==> src/rtl/cosched_pkg.sv <==
package cosched_pkg;
  localparam int NCORE   = 4;
  localparam int CPC     = 2;
  localparam int NCACHE  = NCORE / CPC;
  localparam int ID_W    = $clog2(NCORE);
  localparam int CLS_W   = 2;
  localparam int NSTAGE  = 4;
  localparam int STG_W   = $clog2(NSTAGE);
  localparam int NCLS    = 1 << CLS_W;

  localparam logic [CLS_W-1:0] CLS_CCF = 2'b00;
  localparam logic [CLS_W-1:0] CLS_THR = 2'b01;
  localparam logic [CLS_W-1:0] CLS_FIT = 2'b10;
  localparam logic [CLS_W-1:0] CLS_FRN = 2'b11;

  typedef enum logic [1:0] {RULE_PACK, RULE_SPREAD, RULE_PARTNER} rule_e;

  typedef struct packed {
    logic [CLS_W-1:0] cls;
    rule_e            rule;
    logic [NCLS-1:0]  pref_a;
    logic [NCLS-1:0]  pref_b;
  } stage_cfg_t;

  typedef logic [NCORE-1:0]       core_vec_t;
  typedef logic [NCORE*CLS_W-1:0] cls_vec_t;
  typedef logic [NCORE*ID_W-1:0]  map_vec_t;

  function automatic logic [ID_W-1:0] first_free(core_vec_t used);
    logic [ID_W-1:0] r;
    r = '0;
    for (int c = NCORE - 1; c >= 0; c--)
      if (!used[c]) r = ID_W'(c);
    return r;
  endfunction

  function automatic logic cache_has_free(core_vec_t used, int k);
    logic r;
    r = 1'b0;
    for (int j = 0; j < CPC; j++)
      if (!used[k*CPC + j]) r = 1'b1;
    return r;
  endfunction

  function automatic logic [ID_W-1:0] free_in_cache(core_vec_t used, int k);
    logic [ID_W-1:0] r;
    r = ID_W'(k*CPC);
    for (int j = CPC - 1; j >= 0; j--)
      if (!used[k*CPC + j]) r = ID_W'(k*CPC + j);
    return r;
  endfunction

  function automatic int count_in_cache(core_vec_t used, cls_vec_t ccls, int k,
                                        logic [CLS_W-1:0] cls);
    int n;
    n = 0;
    for (int j = 0; j < CPC; j++)
      if (used[k*CPC + j] && ccls[(k*CPC + j)*CLS_W +: CLS_W] == cls) n++;
    return n;
  endfunction

  function automatic cls_vec_t core_classes(cls_vec_t app_cls, map_vec_t capp);
    cls_vec_t r;
    r = '0;
    for (int c = 0; c < NCORE; c++) begin
      int idx;
      idx = int'(capp[c*ID_W +: ID_W]);
      r[c*CLS_W +: CLS_W] = app_cls[idx*CLS_W +: CLS_W];
    end
    return r;
  endfunction

  function automatic logic [ID_W-1:0] spread_pick(core_vec_t used, cls_vec_t ccls,
                                                  logic [CLS_W-1:0] cls);
    int best;
    int best_n;
    best = -1;
    best_n = 0;
    for (int k = 0; k < NCACHE; k++) begin
      int n;
      n = count_in_cache(used, ccls, k, cls);
      if (cache_has_free(used, k) && (best < 0 || n < best_n)) begin
        best = k;
        best_n = n;
      end
    end
    if (best < 0) return first_free(used);
    return free_in_cache(used, best);
  endfunction

  function automatic logic partner_ok(core_vec_t used, cls_vec_t ccls, int k,
                                      logic [NCLS-1:0] pref);
    logic hit;
    hit = 1'b0;
    for (int j = 0; j < CPC; j++)
      if (used[k*CPC + j] && pref[ccls[(k*CPC + j)*CLS_W +: CLS_W]]) hit = 1'b1;
    return hit && cache_has_free(used, k);
  endfunction

  function automatic logic [ID_W-1:0] partner_pick(core_vec_t used, cls_vec_t ccls,
                                                   logic [NCLS-1:0] pa,
                                                   logic [NCLS-1:0] pb);
    int ka;
    int kb;
    ka = -1;
    kb = -1;
    for (int k = NCACHE - 1; k >= 0; k--) begin
      if (partner_ok(used, ccls, k, pa)) ka = k;
      if (partner_ok(used, ccls, k, pb)) kb = k;
    end
    if (ka >= 0) return free_in_cache(used, ka);
    if (kb >= 0) return free_in_cache(used, kb);
    return first_free(used);
  endfunction

  function automatic logic map_is_perm(map_vec_t m);
    logic [NCORE-1:0] seen;
    seen = '0;
    for (int c = 0; c < NCORE; c++) seen[m[c*ID_W +: ID_W]] = 1'b1;
    return &seen;
  endfunction
endpackage

==> src/rtl/cosched_rules.sv <==
module cosched_rules
  import cosched_pkg::*;
(
  input  logic             mode_drrip,
  input  logic [STG_W-1:0] stage,
  output stage_cfg_t       cfg
);
  localparam logic [NCLS-1:0] M_CCF = NCLS'(1) << CLS_CCF;
  localparam logic [NCLS-1:0] M_THR = NCLS'(1) << CLS_THR;
  localparam logic [NCLS-1:0] M_FIT = NCLS'(1) << CLS_FIT;

  always_comb begin
    cfg = '{cls: CLS_FRN, rule: RULE_PACK, pref_a: '0, pref_b: '0};
    case (stage)
      STG_W'(0): begin
        cfg.cls  = CLS_THR;
        cfg.rule = mode_drrip ? RULE_SPREAD : RULE_PACK;
      end
      STG_W'(1): begin
        cfg.cls  = CLS_CCF;
        cfg.rule = RULE_SPREAD;
      end
      STG_W'(2): begin
        cfg.cls    = CLS_FIT;
        cfg.rule   = RULE_PARTNER;
        cfg.pref_a = mode_drrip ? (M_CCF | M_THR) : M_CCF;
        cfg.pref_b = mode_drrip ? '0 : (M_FIT | M_THR);
      end
      default: begin
        cfg.cls  = CLS_FRN;
        cfg.rule = RULE_PACK;
      end
    endcase
  end
endmodule

==> src/rtl/cosched_stage.sv <==
module cosched_stage
  import cosched_pkg::*;
(
  input  cls_vec_t   app_cls,
  input  stage_cfg_t cfg,
  input  core_vec_t  placed_in,
  input  core_vec_t  used_in,
  input  map_vec_t   capp_in,
  output core_vec_t  placed_out,
  output core_vec_t  used_out,
  output map_vec_t   capp_out
);
  always_comb begin
    core_vec_t       placed;
    core_vec_t       used;
    map_vec_t        capp;
    cls_vec_t        ccls;
    logic [ID_W-1:0] pick;
    placed = placed_in;
    used   = used_in;
    capp   = capp_in;
    ccls   = '0;
    pick   = '0;
    for (int a = 0; a < NCORE; a++) begin
      if (!placed[a] && app_cls[a*CLS_W +: CLS_W] == cfg.cls) begin
        ccls = core_classes(app_cls, capp);
        case (cfg.rule)
          RULE_SPREAD:  pick = spread_pick(used, ccls, cfg.cls);
          RULE_PARTNER: pick = partner_pick(used, ccls, cfg.pref_a, cfg.pref_b);
          default:      pick = first_free(used);
        endcase
        placed[a] = 1'b1;
        used[pick] = 1'b1;
        capp[int'(pick)*ID_W +: ID_W] = ID_W'(a);
      end
    end
    placed_out = placed;
    used_out   = used;
    capp_out   = capp;
  end
endmodule

==> src/rtl/cosched_top.sv <==
module cosched_top
  import cosched_pkg::*;
(
  input  logic                   clk,
  input  logic                   rst_n,
  input  logic                   start,
  input  logic                   mode,
  input  logic [NCORE*CLS_W-1:0] app_class,
  output logic                   busy,
  output logic                   done,
  output logic [NCORE*ID_W-1:0]  core_map
);
  logic             run_q;
  logic [STG_W-1:0] stage_q;
  logic             mode_q;
  cls_vec_t         cls_q;
  core_vec_t        placed_q, placed_nx;
  core_vec_t        used_q, used_nx;
  map_vec_t         capp_q, capp_nx;
  stage_cfg_t       cfg;

  logic accept_evt, ignore_evt, stage_last, finish_evt;
  assign accept_evt = start && !run_q;
  assign ignore_evt = start && run_q;
  assign stage_last = (stage_q == STG_W'(NSTAGE - 1));
  assign finish_evt = run_q && stage_last;

  cosched_rules u_rules (
    .mode_drrip(mode_q),
    .stage     (stage_q),
    .cfg       (cfg)
  );

  cosched_stage u_stage (
    .app_cls   (cls_q),
    .cfg       (cfg),
    .placed_in (placed_q),
    .used_in   (used_q),
    .capp_in   (capp_q),
    .placed_out(placed_nx),
    .used_out  (used_nx),
    .capp_out  (capp_nx)
  );

  always_ff @(posedge clk) begin
    if (!rst_n) begin
      run_q    <= 1'b0;
      stage_q  <= '0;
      mode_q   <= 1'b0;
      cls_q    <= '0;
      placed_q <= '0;
      used_q   <= '0;
      capp_q   <= '0;
      done     <= 1'b0;
      core_map <= '0;
    end else begin
      done <= 1'b0;
      if (accept_evt) begin
        run_q    <= 1'b1;
        stage_q  <= '0;
        mode_q   <= mode;
        cls_q    <= app_class;
        placed_q <= '0;
        used_q   <= '0;
        capp_q   <= '0;
      end else if (run_q) begin
        placed_q <= placed_nx;
        used_q   <= used_nx;
        capp_q   <= capp_nx;
        if (stage_last) begin
          run_q    <= 1'b0;
          done     <= 1'b1;
          core_map <= capp_nx;
        end else begin
          stage_q <= stage_q + STG_W'(1);
        end
      end
    end
  end

  assign busy = run_q;


  done_pulse_chk: assert property (@(posedge clk) disable iff (!rst_n) done |=> !done);

  map_perm_chk: assert property (@(posedge clk) disable iff (!rst_n) done |-> map_is_perm(core_map));

  all_placed_chk: assert property (@(posedge clk) disable iff (!rst_n) finish_evt |-> (&placed_nx && &used_nx));

  busy_entry_chk: assert property (@(posedge clk) disable iff (!rst_n) $rose(busy) |-> $past(start));

  busy_exit_chk: assert property (@(posedge clk) disable iff (!rst_n) $fell(busy) |-> done);

  ignore_start_chk: assert property (@(posedge clk) disable iff (!rst_n)
    (ignore_evt && !stage_last) |=> (busy && stage_q == $past(stage_q) + STG_W'(1)));

  map_hold_chk: assert property (@(posedge clk) disable iff (!rst_n) !busy |=> $stable(core_map));
endmodule

==> config.mk <==
export PLATFORM = sky130hd
export DESIGN_NAME = cosched_top
export DESIGN_NICKNAME = d
export VERILOG_FILES = /design/src/rtl/cosched_pkg.sv /design/src/rtl/cosched_rules.sv /design/src/rtl/cosched_stage.sv /design/src/rtl/cosched_top.sv
export SDC_FILE = /design/constraint.sdc
export NUM_CORES = 1
export LEC_CHECK = 0
export BUFFER_PORTS_ARGS = -buffer_cell sky130_fd_sc_hd__buf_2
export CAP_MARGIN = 5
export CORE_ASPECT_RATIO = 0.5
export CORE_MARGIN = 2
export CORE_UTILIZATION = 64
export DETAILED_ROUTE_END_ITERATION = 6
export PLACE_DENSITY = 0.9
export SETUP_SLACK_MARGIN = 0.5
export SLEW_MARGIN = 10
export SYNTH_ARGS = -nofsm -noshare
export SYNTH_HDL_FRONTEND = slang
export SYNTH_SLANG_ARGS = --single-unit
==> constraint.sdc <==
create_clock -name clk -period 15.5 [get_ports clk]
set_input_delay 3.1 -clock clk [delete_from_list [all_inputs] [get_ports clk]]
set_output_delay 3.1 -clock clk [all_outputs]
set_load 0.02 [all_outputs]
; ---- After elaboration in Yosys (flattened, before gate mapping)
; Cells that the tools add are included.
; Widths: inputs -> output; s select.
[totals]
regBits = 37
output_inout_bits = 10
wordCells = 754
[classes]
add_sub_neg = 25
n_lt_le_gt_ge = 68
eq_ne = 25
shifts = 24
muxes = 497
bitwise_logic = 8
n_reduce_logical = 95
[op_table]
columns = cell, n
row1 = $mux 32, 100
row2 = $lt 32x4->1 const B, 24
row3 = $add 32x2->32 const B, 20
row4 = $mux 1, 261
row5 = $ge 32x1->1 const B, 8
row6 = $lt 32x1->1 const B, 8
row7 = $mux 2, 69
row8 = $neg 3->33, 4
row9 = $shift 2x33->8 const A, 4
row10 = $shiftx 2x33->8 const A, 4
row11 = $lt 32x32->1, 4
row12 = $shiftx 8x4->2, 16
row13 = $bmux 1 s2, 44
row14 = $logic_and 1x1->1, 77
row15 = $lt 2x3->1 const B, 20
row16 = $eq 2x2->1, 20
row17 = $mux 8, 5
row18 = $bwmux 8, 4
row19 = $mux 4, 4
row20 = $or 4x4->4, 4
row21 = $pmux 2 s2, 4
row22 = $pmux 4 s3, 1
row23 = $reduce_and 2->1, 5
row24 = $demux 1 s2, 4
row25 = other kinds (12), 28

; ---- Longest topological paths before layout
[depth]
ltp_word = 123
ltp_mapped = 65
depth_no_buf = 59

; ---- Modules after synthesis
; A second synthesis with hierarchy kept.
[unflattened]
cells_unflattened = 1015
hier_area_um2 = 7160.6
[by_module_without_submodules]
columns = mod, n_inst, cells_per_inst, area_each_um2, seq_area_each_um2
row1 = cosched_stage, 1, 833, 5556.6, 0.0
row2 = cosched_top, 1, 164, 1471.4, 740.7
row3 = cosched_rules, 1, 18, 132.6, 0.0

; ---- Worst setup path after synthesis
; OpenSTA, ideal clock, no wires.
[synth_path]
path_type = register to register
start = reg stage_q[1]
end = reg used_q[3]
setup_time_ns = 0.069
arrival_ns = 11.975
required_time_ns = 15.431
setup_slack_ns = 3.455
stages_incl_launch_ff = 66
n_path_buf = 7
path_cell_list = dfxtp_1 -> clkbuf_1 -> inv_1 -> ha_1 -> clkbuf_1 -> buf_1 -> buf_1 -> xnor2_1 -> nor3_1 -> ha_1 -> nand2_1 -> ha_1 -> a21oi_1 -> o21a_1 -> o21ai_0 -> a211o_2 -> or3_1 -> and2_1 -> [30 not listed] -> a311o_1 -> a31oi_2 -> and3_1 -> buf_2 -> nor2b_1 -> o22ai_1 -> xor2_1 -> a211oi_1 -> ha_1 -> nand2_1 -> ha_1 -> a21oi_1 -> nand2_1 -> o21a_1 -> a211oi_1 -> a221o_1 -> or3b_1 -> o21ai_1
[synth_between]
elab_chain_len = 123
elab_cells_between_ends = 645
[synth_lines]
columns = item, line_no
row1 = from (decl), cosched_top.sv:14  ; logic [STG_W-1:0] stage_q;
row2 = from (signal assigned), cosched_top.sv:75  ; stage_q <= stage_q + STG_W'(1);
row3 = "$eq 2x2->1, or another cell as far along", cosched_rules.sv:14  ; case (stage)
row4 = $pmux 4 s3, cosched_rules.sv:14
row5 = $eq 2x2->1, cosched_pkg.sv:58  ; if (used[k*CPC + j] && ccls[(k*CPC + j)*CLS_W +: CLS_W] == cls) n++;
row6 = $logic_and 1x1->1, cosched_pkg.sv:58
row7 = $mux 1, cosched_pkg.sv:58
row8 = $mux 32, cosched_stage.sv:27  ; case (cfg.rule)
row9 = $mux 32, cosched_stage.sv:25  ; if (!placed[a] && app_cls[a*CLS_W +: CLS_W] == cfg.cls) begin
row10 = $add 32x2->32, cosched_pkg.sv:58
row11 = [107 not listed], n/a
row12 = $pmux 2 s2, cosched_stage.sv:27
row13 = $mux 2, cosched_stage.sv:25
row14 = $lt 2x3->1 (implied by the code) or $ge 2x1->1 (tied branches), cosched_stage.sv:33  ; used[pick] = 1'b1;
row15 = $logic_and 1x1->1 (implied by the code), cosched_stage.sv:33
row16 = $mux 1 (implied by the code), cosched_stage.sv:33
row17 = $demux 1 s2, n/a
row18 = $or 4x4->4 (no source line), n/a
row19 = $mux 4 (*), cosched_stage.sv:25
row20 = to (signal assigned), cosched_top.sv:68  ; used_q <= used_nx;
row21 = to (decl), cosched_top.sv:18  ; core_vec_t used_q, used_nx;
; Mark *: on every way between the ends. The rest lies on a longest branch, timed or not. The select of a mux whose other input is x is not followed.
; A chain may end at the register's enable or synchronous reset.

; ---- Worst setup path after layout
[layout_path]
start = reg stage_q[1]
end = reg capp_q[6]
[layout_between]
elab_chain_len = 121
elab_cells_between_ends = 643
[layout_lines]
columns = item, line_no
row1 = "$eq 2x2->1, or another cell as far along", cosched_rules.sv:14
row2 = $pmux 4 s3, cosched_rules.sv:14
row3 = $eq 2x2->1, cosched_pkg.sv:58
row4 = $logic_and 1x1->1, cosched_pkg.sv:58
row5 = $mux 1, cosched_pkg.sv:58
row6 = $mux 32, cosched_stage.sv:27
row7 = $mux 32, cosched_stage.sv:25
row8 = $add 32x2->32, cosched_pkg.sv:58
row9 = [104 not listed], n/a
row10 = $mux 2 (2 in series), cosched_pkg.sv:49  ; if (!used[k*CPC + j]) r = ID_W'(k*CPC + j);
row11 = $mux 2, cosched_pkg.sv:88  ; return free_in_cache(used, best);
row12 = $pmux 2 s2, cosched_stage.sv:27
row13 = $mux 2, cosched_stage.sv:25
row14 = $neg 3->33, cosched_stage.sv:34  ; capp[int'(pick)*ID_W +: ID_W] = ID_W'(a);
row15 = $shiftx 2x33->8 or $shift 2x33->8 (tied branches), cosched_stage.sv:34
row16 = $bwmux 8, cosched_stage.sv:34
row17 = $mux 8 (*), cosched_stage.sv:25
row18 = to (signal assigned), cosched_top.sv:69  ; capp_q <= capp_nx;
row19 = to (decl), cosched_top.sv:19  ; map_vec_t capp_q, capp_nx;
; Marks and branches as above.

==> run summary <==
Status = finished clean
Seq. cell area = 741 um2
Largest area contributor in the netlist = dfxtp_1
TritonCTS buffer count = 5
WS Path Type = reg2reg
Synth Cell Area = 0.00562 mm2
Max Cap Violations = 0
Initial antenna violation count = 0
Hold WC Path Type = reg2reg
Die Y = 70.2 um
WP data arrival = 13.86 ns
Vias in the first global route = 6025
Synth top area cells = dfxtp_1, nand2_1, a21oi_1
Worst slew pin tran = 1.08 ns
IO buf count = 21
Initial Utilization = 0.652
First-pass GRT wire length = 32900 um
Drt drc = 0
CTS tree = done
Final Skew = 0.00441 ns
Critical-path maximum fanout = 16
Layout cells sized above 1 = 0.155
H-tree levels = 2
Drt pass-1 iters = 6
Vias = 6545
Synth Flop Type = dfxtp_1
EDFF count, synth = 0
DP HPWL = 15500 um
CTS resizes = 0
Syn Area/Cell = 7.37 um2
CP Capture Type = flop
Fmax = 73.2 MHz
Final worst slack = 1.84 ns
RSZ-0062 raised after global routing = no
FILL cells = 678
Critical path's slowest cell = ha_1
# setup viols final = 0
Layout Nets = 777
Crit path top cell by count = ha_1
Routability cong. = 1.11
Worst setup SP type = flop
Row cnt = 24
Hold Vio Cnt, Final = 0
# hold bufs at CTS = 0
Unique masters post-synth = 105
Pwr per Cell Area = 84.3 mW/mm2
DRT antenna net count = 0
Sequential cell area fraction in the yosys report = 0.132
Largest net degree at the start of global routing = 35
Bufs on Longest Clock Path = 2
Slowest stage delay, CP = 0.77 ns
Slew HR = 0.271
Drt wl/cell = 24.4 um
CTS clk-pin slew, worst paths = 0.06 ns
Clock sinks = 37
Synth top area share = 0.132
GRT Total Usage = 0.449
Core area = 0.00862 mm2
Count of buffer and inverter cells on the critical path = 1
I/O pin count = 22
CP required = 15.71 ns
Routed WL = 21100 um
Area of the multi-input gates = 0.00454 mm2
Async SR Flop Fraction = 0
Lkg Pwr = 0.00215 uW
Final period util = 0.881
CP delay by family, top = compound AO/OA/AOI/OAI gates
DIE AREA = 0.00959 mm2
Starting DRT DRC Count = 1068
Die W = 136 um
Final setup TNS = 0 ns
Grt total ovfl = 0
IR drop worst, VDD = 0.101 mV
Via density = 7.55
Pre-CTS WS = 2.35 ns
CTS root buf = clkbuf_16
Max-slew violation count = 0
Period minus WS final = 13.66 ns
Mapped Nets = 790
Mapped Cells = 762
Area Growth Syn to Fin = 5.32%
Setup Fix Bufs, Post-CTS = 0
Number of diodes = 0
Synth warnings = 0
#FFs+latches synth = 37
Worst skew pair latency = 0.28 ns
==> cell families after synthesis <==
| group | Yosys count | share of synthesized area |
|---|---|---|
| flops | 37 | 0.132 |
| xor+xnor | 47 | 0.0746 |
| simple gates | 264 | 0.230 |
| compound gates | 289 | 0.400 |
| fa+ha+maj | 16 | 0.0356 |
| buf+inv | 84 | 0.0601 |
| mux | 25 | 0.0679 |
==> stage by stage <==
stage	utilization	total power, uW	cell area [um2]	cells	hold WS, ns
6_report	0.686	499	5920	867	0.471
5_1_grt	0.686	521	5920	867	0.503
4_1_cts	0.686	485	5920	867	0.479
3_5_place_dp	0.666	368	5740	859	0.453
3_3_place_gp	0.666	366	5740	859	0.443
2_1_floorplan	-	308	5620	762	0.438
==> cell usage after synthesis, types with 4 or more instances <==
cell	number
o22ai_2	4
o21a_1	12
buf_2	9
xor2_1	22
xnor2_1	24
dfxtp_1	37
o22a_1	6
nand3_1	15
nand2b_1	11
nor3b_1	4
nand2_1	91
and2_1	13
a31oi_1	13
a21o_1	4
o21ai_2	4
o31ai_2	4
ha_1	16
a22o_1	5
a221o_1	4
a22oi_1	7
o21ai_0	36
a21oi_1	60
o22ai_1	15
o32a_1	4
or3_1	6
nor2b_1	8
and3_1	5
mux4_2	10
a211oi_2	4
a211oi_1	11
buf_1	4
inv_1	28
mux2_2	5
o21ai_1	14
nand4_1	8
nor2_1	59
clkbuf_1	38
mux2i_1	10
nor3_1	23
o211ai_1	7
==> layer usage <==
layer,vias to the layer above,track usage,part of all wire
met2,580,0.597,0.39
met5,-,0,0
met4,0,0.184,0.037
met1,3041,0.618,0.40
li1,2837,-,-
met3,87,0.206,0.18
==> cells in the final DEF, fill, tap and decap left out, drive strengths merged, types with 8 or more instances in the layout <==
cell type	instances
a22oi	8
ha	16
xor2	22
nand2b	11
inv	29
o22ai	20
xnor2	25
a211oi	15
o21a	12
mux4	10
o211ai	9
dfxtp	37
nand4	8
nor2b	8
nand3	17
a21oi	63
mux2i	10
nor3	23
a31oi	17
nor2	60
nand2	92
o21ai	54
or3	8
and2	13
buf	34
==> state kept, by name, summed over array words and instances (netlist names) <==
name / cells
capp_q: 8
cls_q: 8
core_map: 8
placed_q: 4
used_q: 4
stage_q: 2
busy: 1
done: 1
mode_q: 1
==> cell type report <==
class                           count  share of cell area
Clock buffer                        7              0.0241
Inverter                           30              0.0190
Timing Repair Buffer               34              0.0343
Sequential cell                    37               0.125
Tap cell                          117              0.0247
Multi-Input combinational cell    641               0.768
Clock inverter                      1             0.00508
==> tightest hold or removal path: stages (launching register included) <==
cell	delay, ns
dfxtp_1	0.32
a21oi_1	0.04
nor2_1	0.07
==> path summary, 6_finish.rpt <==
| check | from | to | slack, ns | depth (start not counted) |
|---|---|---|---|---|
| setup / recovery | stage_q[1] | capp_q[6] | 1.84 | 59 |
| hold / removal | placed_q[0] | placed_q[0] | 0.47 | 2 |
| setup reg to reg | stage_q[1] | capp_q[6] | 1.84 | 59 |
| hold reg to reg | placed_q[0] | placed_q[0] | 0.47 | 2 |
==> power by group <==
group / leakage [uW] / switching (uW) / internal [uW]
sequential: 0.000301 / 12.1 / 99.5
combinational: 0.00177 / 174 / 96.9
clock: 0.0000841 / 36.1 / 80.3
total: 0.00215 / 222 / 277
Power figures use the tool's default switching activity.
